===== config.mk =====
export PLATFORM = sky130hd
export DESIGN_NAME = widthscale_mul
export DESIGN_NICKNAME = d
export VERILOG_FILES = /design/src/rtl/wsm_pkg.sv /design/src/rtl/wsm_ctrl.sv /design/src/rtl/wsm_accum.sv /design/src/rtl/widthscale_mul.sv
export SDC_FILE = /design/constraint.sdc
export NUM_CORES = 1
export LEC_CHECK = 0
export ABC_CLOCK_PERIOD_IN_PS = 10850
export BUFFER_PORTS_ARGS = -buffer_cell sky130_fd_sc_hd__buf_4
export CORE_MARGIN = 2
export CORE_UTILIZATION = 40
export CTS_CLUSTER_SIZE = 14
export DETAILED_ROUTE_END_ITERATION = 12
export PLACE_DENSITY_LB_ADDON = 0.05
export SYNTH_ARGS = -nofsm -noshare
export SYNTH_HDL_FRONTEND = slang
export SYNTH_HIERARCHICAL = 1
export SYNTH_SLANG_ARGS = --single-unit

===== constraint.sdc =====
create_clock -name clk -period 10.85 [get_ports clk]
set_input_delay 1.085 -clock clk [delete_from_list [all_inputs] [get_ports clk]]
set_output_delay 1.085 -clock clk [all_outputs]
set_load 0.02 [all_outputs]

===== src/rtl/wsm_pkg.sv =====
// Package: shared state encoding for the width-scaled multiplier.
// Assumes: nothing beyond IEEE 1800-2017.
package wsm_pkg;
    typedef enum logic [1:0] {
        ST_IDLE = 2'd0,
        ST_RUN  = 2'd1,
        ST_DONE = 2'd2
    } wsm_state_t;
endpackage


===== src/rtl/wsm_ctrl.sv =====
// Module: sequencer. Accepts a start when not running, loads the iteration
// count (W or W/2 by width flag), steps once per cycle, then pulses done.
// Assumes: W even and at least 4.
module wsm_ctrl
    import wsm_pkg::*;
#(
    parameter int W = 32
) (
    input  logic clk,
    input  logic rst_n,
    input  logic start_i,
    input  logic wide_i,
    output logic load_o,
    output logic step_o,
    output logic busy_o,
    output logic done_o
);
    localparam int H  = W / 2;
    localparam int CW = $clog2(W) + 1;

    wsm_state_t    state_q;
    logic [CW-1:0] cnt_q;

    assign load_o = start_i && (state_q != ST_RUN);
    assign step_o = (state_q == ST_RUN);
    assign busy_o = (state_q == ST_RUN);
    assign done_o = (state_q == ST_DONE);

    // State and iteration counter update.
    always_ff @(posedge clk) begin
        if (!rst_n) begin
            state_q <= ST_IDLE;
            cnt_q   <= '0;
        end else if (load_o) begin
            state_q <= ST_RUN;
            cnt_q   <= wide_i ? CW'(W) : CW'(H);
        end else begin
            case (state_q)
                ST_RUN: begin
                    cnt_q <= cnt_q - CW'(1);
                    if (cnt_q == CW'(1))
                        state_q <= ST_DONE;
                end
                ST_DONE: state_q <= ST_IDLE;
                default: state_q <= ST_IDLE;
            endcase
        end
    end

    // a running count only decrements by one per cycle, start ignored.
    p_count_step_r8: assert property (@(posedge clk) disable iff (!rst_n)
        (state_q == ST_RUN && cnt_q > CW'(1)) |=> (state_q == ST_RUN && cnt_q == $past(cnt_q) - CW'(1)));
    // done is a single-cycle pulse.
    p_done_pulse_r6: assert property (@(posedge clk) disable iff (!rst_n)
        done_o |=> !done_o);
    // done only directly after a busy cycle.
    p_done_after_busy_r6: assert property (@(posedge clk) disable iff (!rst_n)
        $rose(done_o) |-> $past(busy_o));
    // never busy and done together.
    p_busy_done_excl_r6: assert property (@(posedge clk) disable iff (!rst_n)
        !(busy_o && done_o));
    // running count stays in range.
    p_cnt_range_r4: assert property (@(posedge clk) disable iff (!rst_n)
        busy_o |-> (cnt_q != '0 && cnt_q <= CW'(W)));
endmodule


===== src/rtl/wsm_accum.sv =====
// Module: datapath. Holds the multiplicand and a 2W-bit accumulator whose
// low part initially carries the multiplier. Each step conditionally adds the
// multiplicand into the active upper part and shifts right by one.
// Narrow mode works in a W-bit window only; upper W bits stay zero.
// Assumes: load_i and step_i never both high.
module wsm_accum #(
    parameter int W = 32
) (
    input  logic           clk,
    input  logic           rst_n,
    input  logic           load_i,
    input  logic           step_i,
    input  logic           wide_i,
    input  logic [W-1:0]   opa_i,
    input  logic [W-1:0]   opb_i,
    output logic [2*W-1:0] acc_o
);
    localparam int H = W / 2;

    logic           mode_q;
    logic [W-1:0]   a_q;
    logic [2*W-1:0] acc_q;
    logic [2*W-1:0] acc_nxt;
    logic [W:0]     sum_full;
    logic [H:0]     sum_half;

    // Both step variants; the latched mode picks one.
    always_comb begin
        sum_full = {1'b0, acc_q[2*W-1:W]} + (acc_q[0] ? {1'b0, a_q} : '0);
        sum_half = {1'b0, acc_q[W-1:H]}   + (acc_q[0] ? {1'b0, a_q[H-1:0]} : '0);
        if (mode_q)
            acc_nxt = {sum_full, acc_q[W-1:1]};
        else
            acc_nxt = {{W{1'b0}}, sum_half, acc_q[H-1:1]};
    end

    // Operand capture on load, one add-and-shift per step.
    always_ff @(posedge clk) begin
        if (!rst_n) begin
            mode_q <= 1'b0;
            a_q    <= '0;
            acc_q  <= '0;
        end else if (load_i) begin
            mode_q <= wide_i;
            a_q    <= wide_i ? opa_i : {{H{1'b0}}, opa_i[H-1:0]};
            acc_q  <= wide_i ? {{W{1'b0}}, opb_i} : {{(W+H){1'b0}}, opb_i[H-1:0]};
        end else if (step_i) begin
            acc_q  <= acc_nxt;
        end
    end

    assign acc_o = acc_q;

    // upper accumulator half never leaves zero in narrow mode.
    p_hi_zero_r3: assert property (@(posedge clk) disable iff (!rst_n)
        !mode_q |-> (acc_q[2*W-1:W] == '0));
    // accumulator idles when neither loaded nor stepped.
    p_hold_r7: assert property (@(posedge clk) disable iff (!rst_n)
        (!load_i && !step_i) |=> $stable(acc_q));
endmodule


===== src/rtl/widthscale_mul.sv =====
// Module: top of the width-scaled sequential multiplier. Ties sequencer to
// datapath; the product is the accumulator.
// Assumes: operands are valid in the cycle start_i is sampled.
module widthscale_mul #(
    parameter int W = 32
) (
    input  logic           clk,
    input  logic           rst_n,
    input  logic           start_i,
    input  logic           wide_i,
    input  logic [W-1:0]   opa_i,
    input  logic [W-1:0]   opb_i,
    output logic           busy_o,
    output logic           done_o,
    output logic [2*W-1:0] prod_o
);
    logic load_w;
    logic step_w;

    wsm_ctrl #(.W(W)) u_ctrl (
        .clk    (clk),
        .rst_n  (rst_n),
        .start_i(start_i),
        .wide_i (wide_i),
        .load_o (load_w),
        .step_o (step_w),
        .busy_o (busy_o),
        .done_o (done_o)
    );

    wsm_accum #(.W(W)) u_accum (
        .clk   (clk),
        .rst_n (rst_n),
        .load_i(load_w),
        .step_i(step_w),
        .wide_i(wide_i),
        .opa_i (opa_i),
        .opb_i (opb_i),
        .acc_o (prod_o)
    );

    // busy rises only from a sampled start.
    p_busy_from_start_r9: assert property (@(posedge clk) disable iff (!rst_n)
        $rose(busy_o) |-> $past(start_i));
    // product steady while done and after it until a new start.
    p_prod_hold_r7: assert property (@(posedge clk) disable iff (!rst_n)
        (!busy_o && !start_i) |=> $stable(prod_o));
endmodule


==> flow_metrics.env <==
export IMPL_setup_tns_final_ns=0
export IMPL_achievable_frequency_mhz=278
export IMPL_cts_root_buffer_cell="sky130_fd_sc_hd__clkbuf_16"
export IMPL_worstReg2RegEnd="u_accum/acc_o[57]"
export IMPL_drc=0
export IMPL_drt_iter0_drc=579
export IMPL_p_leak_nw=3.66
export IMPL_grt_pass1_vias=7784
export IMPL_avgViaCountPerCell=5.63
export IMPL_ff2ff_path_depth=13
export IMPL_synth_largest_area_cell="sky130_fd_sc_hd__dfxtp_1"
export IMPL_number_of_placed_i_o_pins=134
export IMPL_startpoint_of_the_most_critical_setup_path="u_accum/acc_o[0]"
export IMPL_route_detailed_wl_per_inst_um=17.6
export IMPL_power_per_cell_area_mw_per_mm2=99.2
export IMPL_critical_path_slowest_cell="sky130_fd_sc_hd__dfxtp_4"
export IMPL_asr_flop_ratio_synth_pct=0
export IMPL_critical_path_startpoint_type="flip-flop"
export IMPL_synth_enable_flop_cells=0
export IMPL_rsz0062_at_grt="false"
export IMPL_critical_path_max_stage_delay_ns=0.65
export IMPL_crit_path_cell_trace="and2_1 -> ha_1 -> ha_1 -> a21oi_1 -> nor3_1 -> o32ai_2 -> o2bb2ai_2 -> a21o_1 -> a21oi_1 -> nor3_2 -> nor2_1 -> a221oi_2 -> o41ai_1"
export IMPL_clock_tree_from_tritoncts="done"
export IMPL_tightest_slew_ns=0.908
export IMPL_slew_headroom_pct=39.4
export IMPL_area_growth_syn_to_layout_pct=14.5
export IMPL_final_core_util_pct=46.7
export IMPL_core_area_sq_mm=0.0210
export IMPL_dpl_cell_area_sq_mm=0.00949
export IMPL_cts_buffer_count=9
export IMPL_yosys_warnings=6
export IMPL_detailedRoute_firstPassIterationCount=7
export IMPL_n_diodes=0
export IMPL_finalSetupViolations=0
export IMPL_ys_seq_area_share_pct=24.5
export IMPL_ant_nets=0
export IMPL_worstPathRequired_ns=11.08
export IMPL_synthCells=1132
export IMPL_die_height_um=150
export IMPL_worst_setup_hold_path_clk_slew_ns=0.09
export IMPL_synth_area_per_cell_sq_um=7.56
export IMPL_place_port_buffers=133
export IMPL_mappedNetlistNets=1224
export IMPL_yosys_area_top_type_share_pct=24.5
export IMPL_run_status="finished, final reports clean"
export IMPL_postRouteWirelength_um=25700
export IMPL_drive_above_1_share_pct=16.8
export IMPL_rows=53
export IMPL_mappedNetlistArea_sq_mm=0.00856
export IMPL_timing_clock_skew_ns=0.0132
export IMPL_min_period_ns=3.59
export IMPL_critPathTopFamily="compound AO/OA/AOI/OAI gates"
export IMPL_worstSetupPathType="reg -> reg"
export IMPL_report_power_total_mw=0.973
export IMPL_maxCapViolCount=0
export IMPL_critical_path_max_fanout=48
export IMPL_numClockSinks=105
export IMPL_final_area_sq_mm=0.00981
export IMPL_regToRegStartpoint="u_accum/acc_o[0]"
export IMPL_floorplan_initialDensity_pct=40.7
export IMPL_min_delay_path_class="reg -> reg"
export IMPL_floorplan_die_area_sq_mm=0.0226
export IMPL_endpoint="u_accum/acc_o[57]"
export IMPL_finish_net_count=1273
export IMPL_via_count=8224
export IMPL_maximum_number_of_pins_on_one_net_before_global_route_repair=76
export IMPL_r2r_setup_slack_ns=7.26
export IMPL_die_width_um=150
export IMPL_post_cts_resize_count=0
export IMPL_max_clock_path_buffers=2
export IMPL_final_min_period_over_clock_period_pct=33.1
export IMPL_critPathCaptureType="flip-flop"
export IMPL_nFillCells=2154
export IMPL_grt_first_pass_wirelength_um=41700
export IMPL_synthDistinctLibCells=96
export IMPL_ctsHoldBuffers=0
export IMPL_initial_antenna_violation_count=2
export IMPL_ys_dominant_reg_cell="sky130_fd_sc_hd__dfxtp_1"
export IMPL_cp_depth=13
export IMPL_grt_remaining_overflow=0
export IMPL_ys_ff_latch=105
export IMPL_hold_viol_final=0
export IMPL_gp_congestion=0.846
export IMPL_dp_final_hpwl_um=17600
export IMPL_worstPathArrival_ns=3.82
export IMPL_netlist_top_cells_area="sky130_fd_sc_hd__dfxtp_1 (25%), sky130_fd_sc_hd__nor2b_1 (5.7%), sky130_fd_sc_hd__o21ai_0 (5.5%)"
export IMPL_grtUsageTotal_pct=23.1
export IMPL_vdd_ir_drop_worst_mv=0.0940
export IMPL_clk_latency_ns=0.37
export IMPL_slew_viol_final=0
export IMPL_post_cts_buffers=0
export IMPL_worstPathBufferInverterCount=0
export IMPL_clock_tree_htree_level_count=3
-- per-stage QoR --
stage	cells	setup WS [ns]	hold WS, ns
2_1_floorplan	1132	6.26	0.470
3_3_place_gp	1445	7.10	0.484
3_5_place_dp	1445	7.02	0.466
4_1_cts	1461	7.26	0.479
5_1_grt	1461	6.90	0.505
6_report	1461	7.26	0.474
-- cells in the final DEF, fill, tap and decap left out, types with 16 or more instances in the layout --
cell and n:
sky130_fd_sc_hd__xor2_1 19, sky130_fd_sc_hd__o22ai_1 16, sky130_fd_sc_hd__a21oi_1 89, sky130_fd_sc_hd__buf_4 140, sky130_fd_sc_hd__nand2_1 116, sky130_fd_sc_hd__inv_1 22, sky130_fd_sc_hd__nand3_1 21, sky130_fd_sc_hd__xnor2_1 48
sky130_fd_sc_hd__a22oi_1 22, sky130_fd_sc_hd__dfxtp_1 104, sky130_fd_sc_hd__nor2b_1 78, sky130_fd_sc_hd__and2_1 43, sky130_fd_sc_hd__nor2_1 59, sky130_fd_sc_hd__nand2b_1 22, sky130_fd_sc_hd__o21ai_0 94, sky130_fd_sc_hd__mux2i_1 35
sky130_fd_sc_hd__ha_1 24
-- synthesized netlist by cell type (7+ instances only) --
cell type and number:
sky130_fd_sc_hd__nand4_1 7, sky130_fd_sc_hd__nand2b_1 22, sky130_fd_sc_hd__nor2b_1 78, sky130_fd_sc_hd__mux2i_1 35, sky130_fd_sc_hd__xor2_1 19, sky130_fd_sc_hd__a32oi_1 11, sky130_fd_sc_hd__o21ai_0 94, sky130_fd_sc_hd__buf_1 8
sky130_fd_sc_hd__nor3_1 12, sky130_fd_sc_hd__o21ai_1 10, sky130_fd_sc_hd__a211oi_1 7, sky130_fd_sc_hd__ha_1 24, sky130_fd_sc_hd__xnor2_1 48, sky130_fd_sc_hd__inv_1 23, sky130_fd_sc_hd__clkbuf_1 60, sky130_fd_sc_hd__o211ai_1 7
sky130_fd_sc_hd__and2_1 43, sky130_fd_sc_hd__a31oi_1 12, sky130_fd_sc_hd__buf_2 21, sky130_fd_sc_hd__a22oi_1 22, sky130_fd_sc_hd__a21o_1 12, sky130_fd_sc_hd__o22ai_1 16, sky130_fd_sc_hd__nor2_1 59, sky130_fd_sc_hd__a21oi_1 89
sky130_fd_sc_hd__buf_4 8, sky130_fd_sc_hd__nand3_1 21, sky130_fd_sc_hd__dfxtp_1 105, sky130_fd_sc_hd__nand2_1 116
-- flip-flops by register name, indices dropped and copies added (netlist names) --
name,flops
u_accum/a_q,32
u_accum/acc_o,64
u_accum/mode_q,1
u_ctrl/cnt_q,6
u_ctrl/state_q,2
-- power by group --
part	switching (mW)	leakage, nW	internal [mW]
registers	0.0447	0.857	0.403
logic	0.0916	2.66	0.0804
clock network	0.185	0.151	0.167
-- kinds of logic (layout without fill, tap and decap cells) --
kind of cell,after synthesis,after routing,share of synthesized area (%)
simple gates,402,402,24.9
compound gates,365,365,28.4
buf+inv,125,179,6.58
flops,105,105,24.5
xor+xnor,67,67,6.85
mux,36,36,4.22
fa+ha+maj,32,32,4.47
-- worst reg2reg max path: cells and delay by family, from the launching register on --
kind	cells	cell delay, ns
AO/OA/AOI/OAI	7	1.33
AND/OR/NAND/NOR	4	0.94
flip-flops	1	0.65
adder cells (fa/ha/maj)	2	0.54
-- final cells by class --
| class | instances | area (sq um) | share of cell area, % |
|---|---|---|---|
| Multi-Input combinational cell | 902 | 5900 | 60.1 |
| Sequential cell | 105 | 2110 | 21.5 |
| Timing Repair Buffer | 140 | 1050 | 10.7 |
| Tap cell | 275 | 344 | 3.51 |
| Clock buffer | 9 | 225 | 2.30 |
| Clock inverter | 7 | 95.1 | 0.970 |
| Inverter | 23 | 87.6 | 0.893 |
-- worst min path at each step --
stage	startpoint	to	cells after the start
final	u_accum/acc_o[53]	u_accum/acc_o[53]	2
after global routing	u_accum/acc_o[53]	u_accum/acc_o[53]	2
after CTS	u_accum/acc_o[53]	u_accum/acc_o[53]	2
after detailed placement	u_accum/acc_o[53]	u_accum/acc_o[53]	2
after global placement	u_accum/acc_o[48]	u_accum/acc_o[48]	2
after floorplan	u_ctrl/cnt_q[3]	u_ctrl/cnt_q[3]	2
-- layer usage --
metal / track usage (%) / up-vias / share of wire (%)
met5: 0 / - / 0.062
met4: 5.57 / 2 / 1.4
met3: 5.15 / 22 / 5.6
met2: 37.2 / 188 / 45
met1: 31.5 / 3863 / 48
li1: - / 4149 / -
No activity file was read; power rests on OpenSTA's default activity.
